--- src/rtl/cal_window_seq_pkg.sv ---
package cal_window_seq_pkg;

  // Sequencer phases
  typedef enum logic [1:0] {
    ST_IDLE = 2'd0,
    ST_RUN  = 2'd1,
    ST_DONE = 2'd2
  } seqState_t;

  // Strobes from the control FSM to the timing datapath
  typedef struct packed {
    logic clearCnt;  // restart the elapsed-tick count
    logic runCnt;    // run active: count ticks, windows may open
  } seqStrobe_t;

endpackage

--- src/rtl/cal_window_seq_ctrl.sv ---
module cal_window_seq_ctrl
  import cal_window_seq_pkg::*;
(
  input  logic       clk,
  input  logic       rstN,
  input  logic       calPin,
  input  logic       regStart,
  input  logic       progEn,
  input  logic       finished,
  output seqStrobe_t strobe,
  output logic       busy,
  output logic       done,
  output logic       storeReq
);

  seqState_t stateQ, stateD;
  logic srcIsRegQ, srcIsRegD;
  logic pinQ, regQ;
  logic pinRise, regRise, holdLevel;
  logic storeD;

  assign pinRise   = calPin & ~pinQ;
  assign regRise   = regStart & ~regQ;
  assign holdLevel = srcIsRegQ ? regStart : calPin;

  always_comb begin
    stateD          = stateQ;
    srcIsRegD       = srcIsRegQ;
    storeD          = 1'b0;
    strobe.clearCnt = 1'b0;
    strobe.runCnt   = (stateQ == ST_RUN);
    unique case (stateQ)
      ST_IDLE: begin
        if (regRise) begin
          stateD          = ST_RUN;
          srcIsRegD       = 1'b1;
          strobe.clearCnt = 1'b1;
        end else if (pinRise) begin
          stateD          = ST_RUN;
          srcIsRegD       = 1'b0;
          strobe.clearCnt = 1'b1;
        end
      end
      ST_RUN: begin
        if (!holdLevel) begin
          stateD = ST_IDLE;
        end else if (finished) begin
          stateD = ST_DONE;
          storeD = progEn;
        end
      end
      ST_DONE: begin
        if (!holdLevel) stateD = ST_IDLE;
      end
      default: stateD = ST_IDLE;
    endcase
  end

  always_ff @(posedge clk or negedge rstN) begin
    if (!rstN) begin
      stateQ    <= ST_IDLE;
      srcIsRegQ <= 1'b0;
      pinQ      <= 1'b1;  // a level already high at reset is not an edge
      regQ      <= 1'b1;
      storeReq  <= 1'b0;
    end else begin
      stateQ    <= stateD;
      srcIsRegQ <= srcIsRegD;
      pinQ      <= calPin;
      regQ      <= regStart;
      storeReq  <= storeD;
    end
  end

  assign busy = (stateQ == ST_RUN);
  assign done = (stateQ == ST_DONE);

endmodule

--- src/rtl/cal_window_seq_timer.sv ---
module cal_window_seq_timer
  import cal_window_seq_pkg::*;
#(
  parameter int NUM_TONES  = 3,
  parameter int FIRST_OPEN = 10,
  parameter int WIN_LEN    = 190,
  parameter int WIN_PITCH  = 200,
  parameter int DONE_MS    = 790,
  parameter int CNT_W      = 10,
  parameter int IDX_W      = 2
) (
  input  logic                 clk,
  input  logic                 rstN,
  input  logic                 msTick,
  input  seqStrobe_t           strobe,
  input  logic                 oneTone,
  input  logic                 sampleValid,
  output logic                 finished,
  output logic [NUM_TONES-1:0] winOpen,
  output logic [IDX_W-1:0]     toneIdx,
  output logic                 sampleTake
);

  localparam logic [CNT_W-1:0] DONE_CNT = CNT_W'(DONE_MS);

  logic [CNT_W-1:0] msCnt;

  always_ff @(posedge clk or negedge rstN) begin
    if (!rstN) begin
      msCnt <= '0;
    end else if (strobe.clearCnt) begin
      msCnt <= '0;
    end else if (strobe.runCnt && msTick && (msCnt != DONE_CNT)) begin
      msCnt <= msCnt + 1'b1;
    end
  end

  assign finished = (msCnt == DONE_CNT);

  for (genvar k = 0; k < NUM_TONES; k++) begin : g_win
    localparam logic [CNT_W-1:0] OPEN_AT  = CNT_W'(FIRST_OPEN + k * WIN_PITCH);
    localparam logic [CNT_W-1:0] CLOSE_AT = CNT_W'(FIRST_OPEN + k * WIN_PITCH + WIN_LEN);
    logic inRange;
    assign inRange = strobe.runCnt && (msCnt >= OPEN_AT) && (msCnt < CLOSE_AT);
    if (k == 0) begin : g_first
      assign winOpen[k] = inRange;
    end else begin : g_later
      assign winOpen[k] = inRange && !oneTone;
    end
  end

  always_comb begin
    toneIdx = '0;
    for (int k = 0; k < NUM_TONES; k++) begin
      if (winOpen[k]) toneIdx = IDX_W'(k);
    end
  end

  assign sampleTake = sampleValid && (|winOpen);

endmodule

--- src/rtl/cal_window_seq.sv ---
module cal_window_seq
  import cal_window_seq_pkg::*;
#(
  parameter int NUM_TONES  = 3,
  parameter int FIRST_OPEN = 10,
  parameter int WIN_LEN    = 190,
  parameter int WIN_PITCH  = 200,
  parameter int DONE_MS    = 790,
  localparam int CNT_W     = $clog2(DONE_MS + 1),
  localparam int IDX_W     = (NUM_TONES > 1) ? $clog2(NUM_TONES) : 1
) (
  input  logic                 clk,
  input  logic                 rstN,
  input  logic                 msTick,
  input  logic                 calPin,
  input  logic                 regStart,
  input  logic                 progEn,
  input  logic                 oneTone,
  input  logic                 sampleValid,
  output logic [NUM_TONES-1:0] winOpen,
  output logic [IDX_W-1:0]     toneIdx,
  output logic                 sampleTake,
  output logic                 busy,
  output logic                 done,
  output logic                 storeReq
);

  seqStrobe_t strobe;
  logic finished;

  cal_window_seq_ctrl u_ctrl (
    .clk      (clk),
    .rstN     (rstN),
    .calPin   (calPin),
    .regStart (regStart),
    .progEn   (progEn),
    .finished (finished),
    .strobe   (strobe),
    .busy     (busy),
    .done     (done),
    .storeReq (storeReq)
  );

  cal_window_seq_timer #(
    .NUM_TONES  (NUM_TONES),
    .FIRST_OPEN (FIRST_OPEN),
    .WIN_LEN    (WIN_LEN),
    .WIN_PITCH  (WIN_PITCH),
    .DONE_MS    (DONE_MS),
    .CNT_W      (CNT_W),
    .IDX_W      (IDX_W)
  ) u_timer (
    .clk         (clk),
    .rstN        (rstN),
    .msTick      (msTick),
    .strobe      (strobe),
    .oneTone     (oneTone),
    .sampleValid (sampleValid),
    .finished    (finished),
    .winOpen     (winOpen),
    .toneIdx     (toneIdx),
    .sampleTake  (sampleTake)
  );

endmodule

--- config.mk ---
export PLATFORM = sky130hd
export DESIGN_NAME = cal_window_seq
export DESIGN_NICKNAME = d
export VERILOG_FILES = /design/src/rtl/cal_window_seq_pkg.sv /design/src/rtl/cal_window_seq_ctrl.sv /design/src/rtl/cal_window_seq_timer.sv /design/src/rtl/cal_window_seq.sv
export SDC_FILE = /design/constraint.sdc
export NUM_CORES = 1
export LEC_CHECK = 0
export BUFFER_PORTS_ARGS = -buffer_cell sky130_fd_sc_hd__buf_2
export CORE_UTILIZATION = 26
export CTS_BUF_LIST = sky130_fd_sc_hd__clkbuf_8
export CTS_CLUSTER_DIAMETER = 100
export DETAILED_ROUTE_END_ITERATION = 12
export PLACE_DENSITY = 0.48
export SLEW_MARGIN = 5
export SYNTH_ARGS = -nofsm -noshare
export SYNTH_HDL_FRONTEND = slang
export SYNTH_SLANG_ARGS = --single-unit
export TNS_END_PERCENT = 30
--- constraint.sdc ---
create_clock -name clk -period 3.1 [get_ports clk]
set_input_delay 0.155 -clock clk [delete_from_list [all_inputs] [get_ports clk]]
set_output_delay 0.155 -clock clk [all_outputs]
set_load 0.01 [all_outputs]
## Word-level counts from Yosys, hierarchy flattened

Index checks and enable logic that the tools add are counted.

| word-level totals | value |
|---|---|
| word-level logic and storage cells | 61 |
| flip-flop bits (word level) | 16 |

| cells by class | value |
|---|---|
| $lt $le $gt $ge | 6 |
| muxes and demuxes | 19 |
| $add $sub $neg | 1 |
| reductions and logical operators | 18 |
| equality and inequality tests | 7 |
| bitwise gates (word level) | 4 |

Operators by type and width:

| kind | number |
|---|---|
| 2-to-1 mux 10 bit | 2 |
| 2-to-1 mux 2 bit | 6 |
| logical AND 1 bit | 11 |
| adder 10 x 1 -> 10 bit, second input constant | 1 |
| equality test 10 bit, second input constant | 1 |
| >= comparator 10 x 4 -> 1 bit, second input constant | 1 |
| >= comparator 10 x 8 -> 1 bit, second input constant | 1 |
| >= comparator 10 x 9 -> 1 bit, second input constant | 1 |
| less-than comparator 10 bit, second input constant | 1 |
| less-than comparator 10 x 8 -> 1 bit, second input constant | 1 |
| less-than comparator 10 x 9 -> 1 bit, second input constant | 1 |
| 2-to-1 mux 1 bit | 10 |
| != test 10 bit, second input constant | 1 |
| one-hot mux 2 bit (3 select lines) | 1 |
| nonzero test 2 bit | 2 |
| != test 3 x 1 -> 1 bit, second input constant | 1 |
| != test 3 bit, second input constant | 1 |
| AND reduction 3 bit | 1 |
| OR reduction 3 bit | 1 |
| bitwise AND 1 bit | 2 |
| equality test 2 x 1 -> 1 bit, second input constant | 1 |
| equality test 2 bit, second input constant | 1 |
| logical NOT 2 bit | 1 |
| != test 2 bit, second input constant | 1 |
| other kinds (3) | 4 |

## Logic depth before layout (Yosys ltp)

| logic depth | value |
|---|---|
| depth after elaboration | 6 |
| gate-level depth with buffers | 6 |

## Cells and area by module

Synthesis repeated with hierarchy kept, for this count alone.

| second synthesis, totals | value |
|---|---|
| cells, all modules | 109 |
| area, all modules | 1019.7 um^2 |

By module, submodules not included:

| module | times used | seq. area each (um^2) | area an instance (um^2) | cells each |
|---|---|---|---|---|
| cal_window_seq_timer | 1 | 250.2 | 759.5 | 87 |
| cal_window_seq_ctrl | 1 | 152.6 | 260.2 | 22 |

## Worst setup path before layout

No wires, ideal clock.

| timing path | value |
|---|---|
| path type | register -> output |
| start point | reg u_timer.msCnt[8] |
| end point | out toneIdx[0] |
| stages on the path, launching flop included | 4 |
| data arrival time | 1725 ps |
| slack | 1220 ps |
| buffers on the path | 1 |
| cell sequence | dfrtp_1 -> buf_2 -> or4_4 -> a2111oi_0 |

| on the way | value |
|---|---|
| longest elaborated chain between the ends | 6 |

Ends and longest elaborated chain:

| item | RTL line | source |
|---|---|---|
| start, declared | cal_window_seq_timer.sv:26 | `logic [CNT_W-1:0] msCnt;` |
| start signal, assigned | cal_window_seq_timer.sv:34 | `msCnt <= msCnt + 1'b1;` |
| >= comparator 10 x 8 -> 1 bit | cal_window_seq_timer.sv:44 | `assign inRange = strobe.runCnt && (msCnt >= OPEN_AT) && (msCnt < CLOSE_AT);` |
| logical AND 1 bit (2 in series) | cal_window_seq_timer.sv:44 |  |
| logical AND 1 bit | cal_window_seq_timer.sv:48 | `assign winOpen[k] = inRange && !oneTone;` |
| 2-to-1 mux 1 bit | cal_window_seq_timer.sv:55 | `if (winOpen[k]) toneIdx = IDX_W'(k);` |
| 2-to-1 mux 2 bit * | cal_window_seq_timer.sv:55 |  |
| end, declared | cal_window_seq.sv:21 | `output logic [IDX_W-1:0] toneIdx,` |

Every way passes the cells marked *; elsewhere a longest branch is shown, timed or not.

## Worst setup path after layout

| timing path | value |
|---|---|
| start point | reg u_timer.msCnt[7] |
| end point | out sampleTake |

| on the way | value |
|---|---|
| longest elaborated chain between the ends | 6 |

Ends and longest elaborated chain:

| item | RTL line | source |
|---|---|---|
| >= comparator 10 x 8 -> 1 bit / >= comparator 10 x 9 -> 1 bit (equally long branches) | cal_window_seq_timer.sv:44 |  |
| logical AND 1 bit (2 in series) | cal_window_seq_timer.sv:44 |  |
| logical AND 1 bit | cal_window_seq_timer.sv:48 |  |
| OR reduction 3 bit * | cal_window_seq_timer.sv:59 | `assign sampleTake = sampleValid && (\|winOpen);` |
| logical AND 1 bit * | cal_window_seq_timer.sv:59 |  |
| end, declared | cal_window_seq.sv:22 | `output logic sampleTake,` |

Marked as above.

==> impl_metrics.py <==
metrics = {
    "min_path": {
        "hold_path_class": "in -> reg",
    },
    "clock_network": {
        "cts_sinks": 16,
        "cts-root-buf": "clkbuf_8",
        "clk_pin_slew_ns": 0.06,
        "cts_tree": "yes",
        "cts_made_buffers": 3,
        "clockBufferDepth": 2,
        "post_cts_resized": 0,
        "clk_latency_ns": 0.24,
        "h-tree-depth": 1,
        "post_cts_buffers": 0,
    },
    "setup_path": {
        "worst-path-max-fanout": 9,
        "cp.arrival_ns": 2.02,
        "critical_path_required_ns": 2.94,
        "critPathKind": "reg -> out",
        "end_kind": "primary output",
        "cp-start-kind": "flop",
    },
    "placed_design": {
        "post-place-ws_ns": 1.17,
        "io_buffers": 16,
        "dp_hpwl_mm": 1.56,
        "gp_congestion": 0.785,
    },
    "global_routing": {
        "antenna_found_initial": 0,
        "overflow": 0,
        "grt_pass1_wl_mm": 3.57,
        "grt_max_degree": 17,
        "grt_pass1_vias": 770,
        "grt_util_all_layers": 0.110,
    },
    "detailed_routing": {
        "first_pass_iters": 6,
        "detail_route.wl_per_cell_um": 12.5,
        "vias_per_cell": 4.83,
        "wl_mm": 2.08,
        "drt_iter0_drc": 25,
        "num_vias": 802,
        "route.detailed.drc": 0,
        "ant_nets": 0,
    },
    "sta": {
        "finalCriticalPeriod_ns": 2.18,
        "relSlewSlack": 0.680,
        "finalSetupViolations": 0,
        "tightest_slew_ns": 0.477,
        "timing.final.crit_share": 0.703,
        "rsz0062_at_grt": "no",
        "hold_viol": 0,
        "fin_skew_ns": 0.00131,
        "drv_slew": 0,
        "setup_tns_ns": 0,
        "fmax_mhz": 459,
        "setup_ws_ns": 0.922,
    },
    "synthesis": {
        "synthAdderAreaFrac": 0.0244,
        "synthSimpleGateAreaFrac": 0.236,
        "synth-xor-area-share": 0.0427,
        "ys_seq_area_frac": 0.393,
        "synth_seq_cells": 16,
        "synthDistinctLibCells": 40,
        "synth_edf_count": 0,
        "yosys_warnings": 0,
        "synth.area.mux_share": 0.00977,
        "synth_top_family_by_area": "simple AND/OR/NAND/NOR gates",
        "synth_nets": 118,
        "synth-main-ff-cell": "dfrtp_1",
        "avgSynthCellArea_um2": 9.49,
        "syn_area_mm2": 0.00102,
        "synth_compound_area_frac": 0.194,
        "synthCells": 108,
        "async_reset_ff_frac": 1.00,
    },
    "power_and_ir_drop": {
        "p_leak_nw": 0.475,
        "internal-power_uw": 395,
        "pwr_density_cell_mw_per_mm2": 503,
        "swShare": 0.317,
        "pwr-share-clk": 0.316,
        "p_switching_uw": 184,
        "share_comb_of_total_power": 0.224,
        "power_frac_seq": 0.460,
        "vdd_drop_max_mv": 0.229,
    },
    "finish": {
        "drive_gt1_frac": 0.237,
        "n_antenna_cell": 0,
        "area_growth_pct": 12.2,
        "fillers": 409,
        "fin_nets": 129,
    },
    "run": {
        "maxCapViolations": 0,
    },
    "floorplanning": {
        "rows": 22,
        "die-area_mm2": 0.00420,
        "die_x_um": 64.8,
        "core_region_area_mm2": 0.00372,
        "fp.dieH_um": 64.8,
        "start_util": 0.276,
        "io_pins": 17,
    },
    "outcome": {
        "status": "complete, no violations",
    },
}
[sequential cells by signal, indices dropped and copies added (netlist names)]
signal            count
u_ctrl.pinQ           1
u_ctrl.srcIsRegQ      1
u_ctrl.stateQ         2
u_timer.msCnt        10
u_ctrl.storeReq       1
u_ctrl.regQ           1
[critical path: stages, from the launching register on]
cell       delay [ns]
dfrtp_1          0.52
nand2_2          0.12
or4_4            0.51
a2111oi_4        0.33
o31a_1           0.17
buf_2            0.13
[per-layer routing]
layer | share of wire | GRT usage
met3 | 0.040 | 0.0229
met4 | 0.0038 | 0.0417
met2 | 0.45 | 0.172
met1 | 0.51 | 0.148
met5 | 0 | 0
[final cells by class]
| cell class | count | area [um^2] | area share |
|---|---|---|---|
| inverters | 6 | 22.5 | 0.0196 |
| clock buffers | 4 | 55.1 | 0.0479 |
| repair buffers | 17 | 90.1 | 0.0783 |
| flip-flops and latches | 16 | 403 | 0.350 |
| multi-input cells | 75 | 519 | 0.452 |
| well taps | 48 | 60.1 | 0.0522 |
[power by group through the flow]
stage	Sequential (mW)	Combinational [mW]	Clock, mW
final	0.266	0.130	0.183
after detailed placement	0.270	0.131	0
after CTS	0.266	0.132	0.192
after global routing	0.272	0.145	0.202
after global placement	0.270	0.127	0
after floorplan	0.257	0.102	0
[through the flow]
| stage | util | hold slack (ns) | area [um^2] | power (mW) | instances |
|---|---|---|---|---|---|
| after floorplan | - | -0.141 | 1020 | 0.360 | 108 |
| after global placement | 0.292 | 0.100 | 1080 | 0.397 | 161 |
| after detailed placement | 0.292 | 0.104 | 1080 | 0.400 | 161 |
| after CTS | 0.309 | 0.0150 | 1150 | 0.590 | 166 |
| after global routing | 0.309 | 0.00955 | 1150 | 0.619 | 166 |
| final | 0.309 | 0.0228 | 1150 | 0.579 | 166 |
[worst paths after layout]
kind	start	to	slack, ns	cells after the start
worst max-delay path	u_timer.msCnt[7]	sampleTake	0.92	5
worst min-delay path	calPin	u_ctrl.pinQ	0.02	1
max in group asynchronous	rstN	u_ctrl.regQ	2.43	2
min in group asynchronous	rstN	u_timer.msCnt[2]	0.36	2
worst min register to register	u_ctrl.srcIsRegQ	u_ctrl.srcIsRegQ	0.54	1
worst max register to register	u_timer.msCnt[5]	u_timer.msCnt[3]	1.49	4
[cells in the mapped netlist (3+ instances only)]
master / instances / share of area
nor2_1: 6 / 0.022
o211ai_1: 3 / 0.022
buf_2: 4 / 0.020
inv_1: 6 / 0.022
nand2_1: 5 / 0.018
a21oi_1: 3 / 0.015
nor3_1: 5 / 0.024
o21ai_0: 4 / 0.020
dfrtp_1: 14 / 0.34
nand3_1: 5 / 0.024
o31ai_1: 5 / 0.037
nor4_1: 7 / 0.043
buf_4: 3 / 0.022
buf_6: 3 / 0.033
xnor2_1: 5 / 0.043
[cells in the final DEF, fill, tap and decap left out, drive strengths merged]
master / n
nor3: 5
nor4: 7
o2bb2ai: 1
nor3b: 1
mux2i: 1
nand2b: 2
inv: 6
nor2b: 2
dlygate4sd3: 1
dfrtp: 14
or4: 1
nor2: 7
nand3: 5
nand3b: 1
o211ai: 3
dfstp: 2
buf: 16
a211oi: 1
or2: 1
a22o: 1
nand4: 2
a2111oi: 2
and3b: 1
ha: 2
clkbuf: 4
o21ai: 5
o21a: 1
nand4b: 1
o31ai: 6
a21oi: 3
o31a: 1
nand2: 6
xnor2: 5
or3: 1
[logic make-up after synthesis]
logic type / count (synthesis)
AOI/OAI and AO/OA: 24
xor gates and xnor gates: 5
adders and majority gates: 2
buffers and inverters: 17
DFF: 16
muxes: 1
and+or+nand+nor: 43
[what timing repair did]
| action | CTS | global route |
|---|---|---|
| endpoints found under the hold margin | 14 | 0 |
| hold buffers | 1 | 0 |
| setup endpoints to repair | 0 | 0 |
No activity file was read; power rests on OpenSTA's default activity.
